<file path="src/rtl/branch_resolver.sv">
module branch_resolver #(
  parameter int AW   = 32,
  parameter int CW   = 32,
  parameter int NF   = 8,
  parameter int ILEN = 4
) (
  input  logic                       clk,
  input  logic                       rst_n,
  input  logic                       br_valid,
  input  logic [AW-1:0]              br_pc,
  input  logic [AW-1:0]              br_disp,
  input  logic                       br_use_cr,
  input  logic                       br_use_ctr,
  input  logic                       br_ctr_zero,
  input  logic [$clog2(NF*4)-1:0]    br_cr_idx,
  input  logic                       br_sense,
  input  logic                       br_hint,
  input  logic                       br_link,
  input  logic [NF*4-1:0]            cr_value,
  input  logic [NF-1:0]              cr_busy,
  input  logic                       fwd_valid,
  input  logic [$clog2(NF)-1:0]      fwd_field,
  input  logic [3:0]                 fwd_bits,
  input  logic                       ctr_wr,
  input  logic [CW-1:0]              ctr_wdata,
  output logic                       br_accept,
  output logic                       br_stall,
  output logic                       br_taken,
  output logic                       br_spec,
  output logic [AW-1:0]              fetch_addr,
  output logic                       pend,
  output logic                       confirm,
  output logic                       redirect,
  output logic [AW-1:0]              redirect_addr,
  output logic [AW-1:0]              lr,
  output logic [CW-1:0]              ctr
);
  localparam int FW  = 4;
  localparam int BW  = $clog2(FW);
  localparam int IW  = $clog2(NF*FW);
  localparam int FIW = $clog2(NF);

  logic [FIW-1:0] p_field;
  logic [BW-1:0]  p_bit;
  logic           p_sense, p_guess;
  logic [AW-1:0]  p_alt;

  wire [FIW-1:0] fld      = br_cr_idx[IW-1:BW];
  wire [CW-1:0]  ctr_dec  = ctr - CW'(1);
  wire           ctr_ok   = br_ctr_zero ? (ctr_dec == '0) : (ctr_dec != '0);
  wire           ctr_fail = br_use_ctr && !ctr_ok;
  wire           cr_ok    = cr_value[br_cr_idx] == br_sense;
  wire           need_g   = br_use_cr && cr_busy[fld] && !ctr_fail;
  wire           guess    = br_disp[AW-1] ^ br_hint;
  wire [AW-1:0]  seq_a    = br_pc + AW'(ILEN);
  wire [AW-1:0]  tgt_a    = br_pc + br_disp;

  wire           fwd_hit  = fwd_valid && (fwd_field == p_field);
  wire [FW-1:0]  res_bits = fwd_hit ? fwd_bits : cr_value[p_field*FW +: FW];
  wire           res_rdy  = pend && (fwd_hit || !cr_busy[p_field]);
  wire           outcome  = res_bits[p_bit] == p_sense;

  assign confirm       = res_rdy && (outcome == p_guess);
  assign redirect      = res_rdy && (outcome != p_guess);
  assign redirect_addr = p_alt;

  assign br_stall   = br_valid && need_g && pend;
  assign br_accept  = br_valid && !br_stall && !redirect;
  assign br_taken   = need_g ? guess : (!ctr_fail && (!br_use_cr || cr_ok));
  assign br_spec    = br_accept && need_g;
  assign fetch_addr = br_taken ? tgt_a : seq_a;

  always_ff @(posedge clk) begin
    if (!rst_n) begin
      pend    <= 1'b0;
      p_field <= '0;
      p_bit   <= '0;
      p_sense <= 1'b0;
      p_guess <= 1'b0;
      p_alt   <= '0;
      lr      <= '0;
      ctr     <= '0;
    end else begin
      if (br_spec) begin
        pend    <= 1'b1;
        p_field <= fld;
        p_bit   <= br_cr_idx[BW-1:0];
        p_sense <= br_sense;
        p_guess <= guess;
        p_alt   <= guess ? seq_a : tgt_a;
      end else if (res_rdy) begin
        pend <= 1'b0;
      end
      if (br_accept && br_link) lr <= seq_a;
      if (br_accept && br_use_ctr) ctr <= ctr_dec;
      else if (ctr_wr)             ctr <= ctr_wdata;
    end
  end
endmodule


</file>
<file path="config.mk">
export PLATFORM = sky130hd
export DESIGN_NAME = branch_resolver
export DESIGN_NICKNAME = d
export VERILOG_FILES = /design/src/rtl/branch_resolver.sv
export SDC_FILE = /design/constraint.sdc
export NUM_CORES = 1
export LEC_CHECK = 0
export CAP_MARGIN = 15
export CORE_AREA = 3 3 185 187
export CTS_BUF_LIST = sky130_fd_sc_hd__clkbuf_8
export DETAILED_ROUTE_END_ITERATION = 6
export DIE_AREA = 0 0 188 190
export HOLD_SLACK_MARGIN = 0.05
export SLEW_MARGIN = 5
export SYNTH_ARGS = -nofsm -noshare
export SYNTH_HDL_FRONTEND = slang
export SYNTH_SLANG_ARGS = --single-unit
</file>
<file path="constraint.sdc">
create_clock -name clk -period 15.8 [get_ports clk]
set_input_delay 3.95 -clock clk [delete_from_list [all_inputs] [get_ports clk]]
set_output_delay 3.95 -clock clk [all_outputs]
set_load 0.01 [all_outputs]
</file>
==> results of run 1 <==
[synthesized netlist by cell type, types with 5 or more instances]
master,number
o221ai_1,7
nand2b_1,5
o21a_1,12
or2_1,9
o211a_1,6
o21bai_1,7
xnor2_1,32
buf_4,6
buf_2,11
dfxtp_1,104
inv_1,42
o22ai_1,7
nor2_1,90
nor2b_1,10
o311ai_0,5
clkbuf_1,32
xor2_1,37
a211oi_1,6
nand2_1,89
o211ai_1,9
mux4_2,22
a21o_1,5
nor3_1,23
or3_1,11
buf_6,6
or2_2,7
nor4_1,8
mux2i_1,85
ha_1,34
o21ai_1,11
o21ai_0,55
o31a_1,5
or4_1,7
a311oi_1,6
o31ai_1,5
a31oi_1,15
a21oi_1,52
nand3_1,37
mux2_2,11
and3_1,22
nand4_1,17
and2_1,12
[metal layers]
| layer | global-route usage [%] | up-vias | share of wire [%] | wire [um] |
|---|---|---|---|---|
| met5 | 0 | - | 0 | 0 |
| met4 | 4.13 | 0 | 1.6 | 520 |
| met3 | 5.69 | 42 | 8.0 | 2680 |
| met2 | 31.0 | 342 | 47 | 15900 |
| met1 | 22.5 | 4294 | 43 | 14400 |
| li1 | - | 4447 | - | - |
[power by group through the flow]
stage | Clock (W) | Combinational [W] | Sequential (W)
floorplan | 0 | 0.000208 | 0.000304
global placement | 0 | 0.000379 | 0.000305
detailed placement | 0 | 0.000382 | 0.000305
CTS | 0.000214 | 0.000384 | 0.000299
global route | 0.000219 | 0.000414 | 0.000303
finish | 0.000203 | 0.000382 | 0.000300
[worst max-delay path, stage by stage]
cell and delay [ps]:
clkdlybuf4s50_1 600, ha_1 430, nor2b_1 160, o31a_1 260, o21ai_0 410, o221ai_1 330, a31o_2 350, a311oi_1 450
o21bai_1 220, a311o_1 420, xor2_1 150, mux2_2 260, clkdlybuf4s50_1 490
[cells by family after synthesis]
kind of cell / after synthesis / share of synthesized area, %
XOR/XNOR: 70 / 7.05
multiplexers: 119 / 16.8
AO/OA/AOI/OAI: 260 / 20.8
adder cells (fa/ha/maj): 35 / 5.06
flip-flops: 104 / 23.7
buffers and inverters: 102 / 5.27
AND/OR/NAND/NOR: 370 / 21.4
[sequential cells by signal, summed over array words and instances, names as in the netlist]
signal,flops
ctr,32
lr,32
redirect_addr,32
p_field,3
p_bit,2
p_guess,1
p_sense,1
pend,1
[layout make-up]
type,instances,area (sq um)
fill,3351,20300
multi-input combinational,854,6300
timing repair buffer,301,2990
sequential,104,2080
tap,442,553
inverter,43,161
clock buffer,9,124
clock inverter,7,104
[worst paths after layout]
kind,cells after the start,slack [ps],to,from
min reg2reg,2,460,lr[8],lr[8]
max,13,3360,fetch_addr[28],br_pc[2]
min,2,460,lr[8],lr[8]
max reg2reg,11,10290,redirect_addr[28],ctr[2]
[cell usage in the layout (no fill, tap or decap), types with 15 or more instances in the layout]
cell type	count
clkdlybuf4s50_1	293
dfxtp_1	104
nor2_1	90
nand2_1	89
mux2i_1	85
o21ai_0	55
a21oi_1	52
inv_1	42
nand3_1	37
xor2_1	36
ha_1	34
xnor2_1	31
nor3_1	23
and3_1	22
mux4_2	22
nand4_1	17
a31oi_1	15
[through the flow]
step	worst slack, ps	hold slack (ps)
detailed placement	3400	449
global placement	3420	436
global route	3190	491
finish	3360	462
CTS	3390	466
floorplan	5080	473
==> results_dict.tcl, run 1 <==
set metrics [dict create \
    cts.sinks 104 \
    share_seq_of_total_power_pct 33.9 \
    yosys_warnings 0 \
    grt_pass1_wl_um 51700 \
    internal_power_w 0.000560 \
    cap_viol_max_count 0 \
    final_cells 1760 \
    netlist_area_sq_mm 0.00880 \
    clock_skew_ps 13.2 \
    cts_tree "yes" \
    pin_count 294 \
    grt_pass1_vias 9074 \
    synth_area_leader_cell "dfxtp_1" \
    die_w_um 188 \
    post_drt_wl_per_cell_um 19.1 \
    relSlewSlack_pct 31.6 \
    clkPwrFrac_pct 23.0 \
    worstPathRequired_ps 11850 \
    syn-instance-count 1060 \
    switching_power_w 0.000325 \
    drive_gt1_share_pct 6.90 \
    track_usage_pct 18.2 \
    drt.antenna.violating_nets 0 \
    slew_viol_final 0 \
    clk_path_buf_depth 2 \
    period_share_pct 78.7 \
    tns_ps 0 \
    final_core_util_pct 37.8 \
    root_buffer "clkbuf_8" \
    synth_area_leaders "dfxtp_1 24%, mux2i_1 9.7%, mux4_2 5.6%" \
    outcome "finished, final reports clean" \
    fp.dieArea_sq_mm 0.0357 \
    core_area_sq_mm 0.0326 \
    synth_cell_types 91 \
    ys_ff_latch 104 \
    wirelength_um 33500 \
    final_cell_area_sq_mm 0.0123 \
    ctsHtreeMaxLevel 3 \
    power_frac_comb_pct 43.1 \
    antenna_found_initial 0 \
    crit_type "primary input to output port" \
    dpl.cell_count 1744 \
    dp_hpwl_um 25700 \
    final_nets 1507 \
    cp-start-kind "primary input" \
    place_area_sq_mm 0.0121 \
    p_sw_share_pct 36.7 \
    fin_crit_ps 12440 \
    vdd_drop_max_mv 0.0439 \
    postCtsSetupRepairBufs 0 \
    area_growth_pct 39.9 \
    cts_buffers 9 \
    synth_area_per_cell_sq_um 8.30 \
    viasPerCell 5.18 \
    rows 66 \
    antennaDiodeCount 0 \
    rsz0062_at_grt "false" \
    cp_max_fo 8 \
    arrival_ps 8490 \
    power_w 0.000885 \
    io_buffers 293 \
    async_flop_share_pct 0 \
    synth_top_area_share_pct 23.7 \
    hold_violations 0 \
    synth_edf_count 0 \
    grt_overflow_total 0 \
    ys_seq_area_share_pct 23.7 \
    setup-violations-final 0 \
    hold_buffers 0 \
    power_density_mw_per_mm2 71.9 \
    critPathCaptureType "output port" \
    synth_fp_nets 1254 \
    place.gp.congestion 0.874 \
    synth_flop_cell "dfxtp_1" \
    grt_max_degree 50 \
    worst_pin_slew_ps 1010 \
    num_vias 9125 \
    drt_iter0_markers 588 \
    fmax_ghz 0.0804 \
    drc 0 \
    clk_pin_slew_ps 110 \
    cts_resized 0 \
    clk_latency_ps 420 \
    holdCritPathClass "register to register" \
    fp.dieH_um 190 \
    cellLeakagePower_nw 4.58 \
    initial_core_util_pct 27.0 \
    first_pass_iters 5 \
]
(Power assumes the default switching activity.)
==> run 2: changes to the inputs <==
==> constraint.sdc (replaced) <==
create_clock -name clk -period 12.9 [get_ports clk]
set_input_delay 3.225 -clock clk [delete_from_list [all_inputs] [get_ports clk]]
set_output_delay 3.225 -clock clk [all_outputs]
set_load 0.01 [all_outputs]
==> run 2 against run 1 <==
  * Largest power group unchanged
  * Combinational power is 23% higher
  * Sequential share of layout area hardly changed
  * Power is 20% higher
  * Critical path type unchanged
  * Critical endpoint unchanged
  * Non-clock buffer count is 1 higher
==> results_dict.tcl, run 2 (synthesis gave the netlist of run 1 again) <==
set metrics [dict create \
    worstReg2RegStart "ctr[1]" \
    worst_pin_slew_ps 1140 \
    clk_path_buf_depth 2 \
    drc 0 \
    ctsHtreeMaxLevel 3 \
    rows 66 \
    wirelength_um 33700 \
    outcome "finished, final reports clean" \
    crit_path_start "br_pc[2]" \
    setup-violations-final 0 \
    arrival_ps 7720 \
    critPathCaptureType "output port" \
    clk_latency_ps 420 \
    final_nets 1508 \
    hold_buffers 0 \
    antennaDiodeCount 0 \
    initial_core_util_pct 27.0 \
    drt.antenna.violating_nets 0 \
    core_area_sq_mm 0.0326 \
    final_core_util_pct 37.7 \
    place.gp.congestion 0.933 \
    track_usage_pct 18.4 \
    fp.dieH_um 190 \
    power_density_mw_per_mm2 86.6 \
    fp.dieArea_sq_mm 0.0357 \
    hold_start "lr[18]" \
    cts_buffers 9 \
    root_buffer "clkbuf_8" \
    place_area_sq_mm 0.0121 \
    io_buffers 293 \
    antenna_found_initial 0 \
    fin_crit_ps 10950 \
    final_cell_area_sq_mm 0.0123 \
    period_share_pct 84.9 \
    slew_viol_final 0 \
    grt_pass1_vias 9161 \
    clock_skew_ps 19.8 \
    grt_overflow_total 0 \
    drive_gt1_share_pct 6.97 \
    cts_tree "yes" \
    cap_viol_max_count 0 \
    first_pass_iters 5 \
    layout_common_cells "293 x clkdlybuf4s50_1, 104 x dfxtp_1, 90 x nor2_1" \
    cts.sinks 104 \
    tns_ps 0 \
    post_drt_wl_per_cell_um 19.1 \
    num_vias 9228 \
    viasPerCell 5.24 \
    grt_pass1_wl_um 52400 \
    fmax_ghz 0.0913 \
    relSlewSlack_pct 23.4 \
    cts_resized 0 \
    crit_type "primary input to output port" \
    clk_pin_slew_ps 120 \
    worstPathRequired_ps 9680 \
    die_w_um 188 \
    cp_max_fo 8 \
    area_growth_pct 39.7 \
    vdd_drop_max_mv 0.0802 \
    cp-start-kind "primary input" \
    final_common_cell "clkdlybuf4s50_1" \
    dp_hpwl_um 26000 \
    hold_violations 0 \
    grt_max_degree 58 \
    postCtsSetupRepairBufs 0 \
    holdCritPathClass "register to register" \
    pin_count 294 \
    rsz0062_at_grt "false" \
    drt_iter0_markers 590 \
    cellLeakagePower_nw 4.56 \
]
-- run 2: cell count changes in the layout (fill, tap and decap cells not counted), sizes merged --
cell	change
bufinv	-1
clkinvlp	+3
clkinv	-2
buf	+1
-- run 2: where the power goes --
| group | internal [W] | total, W | switching [W] |
|---|---|---|---|
| clock network | 0.0000915 | 0.000229 | 0.000138 |
| registers | 0.000341 | 0.000367 | 0.0000260 |
| logic | 0.000233 | 0.000468 | 0.000235 |
-- run 2: layout make-up --
| class | instances | area (sq um) |
|---|---|---|
| fillers | 3346 | 20300 |
| multi-input cells | 854 | 6300 |
| repair buffers | 302 | 3000 |
| flip-flops and latches | 104 | 2080 |
| well taps | 442 | 553 |
| inverters | 43 | 161 |
| clock buffers | 9 | 124 |
| clock inverters | 7 | 78.8 |
-- run 2: worst paths after layout --
| check | endpoint | slack (ps) | cells past startpoint |
|---|---|---|---|
| max | fetch_addr[28] | 1950 | 13 |
| min | lr[18] | 460 | 2 |
| max reg2reg | redirect_addr[9] | 7590 | 14 |
| min reg2reg | lr[18] | 460 | 2 |
-- run 2: per-stage QoR --
step / setup WS, ps / hold slack, ps / cells / power (W)
after global placement: 1950 / 436 / 1745 / 0.000839
after CTS: 1880 / 463 / 1761 / 0.00108
after detailed placement: 1880 / 447 / 1745 / 0.000841
final: 1950 / 462 / 1761 / 0.00106
after global routing: 1730 / 480 / 1761 / 0.00113
after floorplan: 3630 / 473 / 1060 / 0.000627
-- run 2: layer usage --
layer	wire [um]	vias to the layer above	global-route usage, %
met1	14300	4362	22.4
li1	-	4442	-
met2	15500	363	30.9
met4	924	0	5.60
met5	0	-	0
met3	2880	61	6.12
-- run 2: worst max-delay path: stages --
cell             delay, ps
clkdlybuf4s50_1        590
ha_1                   430
nor2b_1                160
o31a_1                 270
o21ai_0                420
o221ai_1               340
a31o_2                 340
a311oi_1               420
o21bai_1               210
a311o_1                420
xor2_1                 150
mux2_2                 270
clkdlybuf4s50_1        480
==> run 3: changes to the inputs <==
==> constraint.sdc (replaced) <==
create_clock -name clk -period 10.75 [get_ports clk]
set_input_delay 2.6875 -clock clk [delete_from_list [all_inputs] [get_ports clk]]
set_output_delay 2.6875 -clock clk [all_outputs]
set_load 0.01 [all_outputs]
==> run 3 against run 2 <==
  * Sequential power is 20% higher
  * Die area stayed put
  * Sequential share of layout area is 0.086 points lower
  * Critical path depth is 2 higher
  * Via count is 0.87% lower
  * Clock-buffer cell count is 1 higher
  * Sequential cell count stayed put
  * Non-clock buffer count stayed put
  * Critical path type unchanged
  * Largest power group unchanged
  * Highest routed layer unchanged
==> results_dict.tcl, run 3 (synthesis gave the netlist of run 1 again) <==
set metrics [dict create \
    ctsHtreeMaxLevel 3 \
    layout_common_cells "293 x clkdlybuf4s50_1, 104 x dfxtp_1, 90 x nor2_1" \
    die_w_um 188 \
    pin_count 294 \
    fp.dieH_um 190 \
    final_common_cell "clkdlybuf4s50_1" \
    root_buffer "clkbuf_8" \
    share_seq_of_total_power_pct 33.1 \
    worst_pin_slew_ps 1080 \
    postCtsSetupRepairBufs 0 \
    cts_resized 0 \
    crit_type "primary input to output port" \
    grt_max_degree 47 \
    place_area_sq_mm 0.0121 \
    r2r_slack_ps 5190 \
    final_nets 1508 \
    post-place-ws_ps 945 \
    dp_hpwl_um 26000 \
    area_growth_pct 40.4 \
    cp-start-kind "primary input" \
    power_frac_comb_pct 42.4 \
    tns_ps 0 \
    rr_endpoint "redirect_addr[28]" \
    viasPerCell 5.19 \
    drt_iter0_markers 647 \
    outcome "finished, final reports clean" \
    cap_viol_max_count 0 \
    setup-violations-final 0 \
    hold_start "lr[31]" \
    fp.dieArea_sq_mm 0.0357 \
    io_buffers 293 \
    fmax_ghz 0.101 \
    num_vias 9148 \
    grt_pass1_wl_um 52700 \
    rows 66 \
    track_usage_pct 18.6 \
    clkPwrFrac_pct 24.5 \
    internal_power_w 0.000853 \
    arrival_ps 7180 \
    grt_overflow_total 0 \
    slew_viol_final 0 \
    fin_crit_ps 9870 \
    cts.sinks 104 \
    cts_tree "yes" \
    clk_path_buf_depth 2 \
    min_to "lr[31]" \
    critPathCaptureType "output port" \
    place.gp.congestion 0.894 \
    post_drt_wl_per_cell_um 19.3 \
    drive_gt1_share_pct 6.97 \
    fin_ws_ps 879 \
    relSlewSlack_pct 27.0 \
    drc 0 \
    antennaDiodeCount 0 \
    vdd_drop_max_mv 0.0590 \
    initial_core_util_pct 27.0 \
    power_w 0.00133 \
    first_pass_iters 5 \
    wirelength_um 34000 \
    clock_skew_ps 19.3 \
    period_share_pct 91.8 \
    core_area_sq_mm 0.0326 \
    cellLeakagePower_nw 4.60 \
    worstReg2RegStart "ctr[1]" \
    hold_buffers 0 \
    cp_max_fo 4 \
    antenna_found_initial 0 \
    worstPathRequired_ps 8060 \
    cts_buffers 9 \
    clk_latency_ps 420 \
    grt_pass1_vias 9150 \
    hold_depth 2 \
    r2r_cells 13 \
    clk_pin_slew_ps 110 \
    switching_power_w 0.000479 \
    p_sw_share_pct 35.9 \
    holdCritPathClass "register to register" \
    final_cell_area_sq_mm 0.0124 \
    drt.antenna.violating_nets 0 \
    power_density_mw_per_mm2 108 \
    hold_violations 0 \
    rsz0062_at_grt "false" \
]
run 3: through the flow:
step / util (%) / cells / hold WS (ps)
after floorplan: - / 1060 / 473
after global placement: 37.1 / 1745 / 440
after detailed placement: 37.1 / 1745 / 451
after CTS: 37.9 / 1761 / 469
after global routing: 37.9 / 1761 / 501
final: 37.9 / 1761 / 464
run 3: worst max path at each step:
stage          cells past startpoint             end     start
2_1_floorplan                     13  fetch_addr[28]  br_pc[0]
3_5_place_dp                      15  fetch_addr[28]  br_pc[0]
6_report                          15  fetch_addr[28]  br_pc[0]
4_1_cts                           15  fetch_addr[28]  br_pc[0]
3_3_place_gp                      15  fetch_addr[28]  br_pc[0]
5_1_grt                           15  fetch_addr[28]  br_pc[0]
run 3: cell type report:
cell class / instances / area (sq um)
multi-input cells: 854 / 6300
inverters: 43 / 161
well taps: 442 / 553
clock inverters: 6 / 115
flip-flops and latches: 104 / 2080
fillers: 3322 / 20300
repair buffers: 302 / 3010
clock buffers: 10 / 138
run 3: power groups by stage:
stage	registers [W]	logic [W]	clock network, W
after floorplan	0.000447	0.000306	0
after global placement	0.000449	0.000561	0
after detailed placement	0.000449	0.000564	0
after CTS	0.000440	0.000567	0.000339
after global routing	0.000445	0.000615	0.000354
final	0.000441	0.000565	0.000326
run 3: routing by layer:
layer	vias up	share of wire, %	GRT usage [%]
li1	4440	-	-
met1	4322	43	22.8
met2	347	47	31.7
met3	39	8.2	5.84
met4	0	1.7	4.68
met5	-	0	0
run 3: critical path, cell delays in order:
cell	delay [ps]
clkdlybuf4s50_1	490
ha_1	250
inv_1	70
fa_1	200
nor2b_1	70
o31a_1	260
o21ai_0	410
o221ai_1	330
a31o_2	340
a311oi_1	500
o21bai_1	220
a311o_1	420
xor2_1	150
mux2_2	280
clkdlybuf4s50_1	480
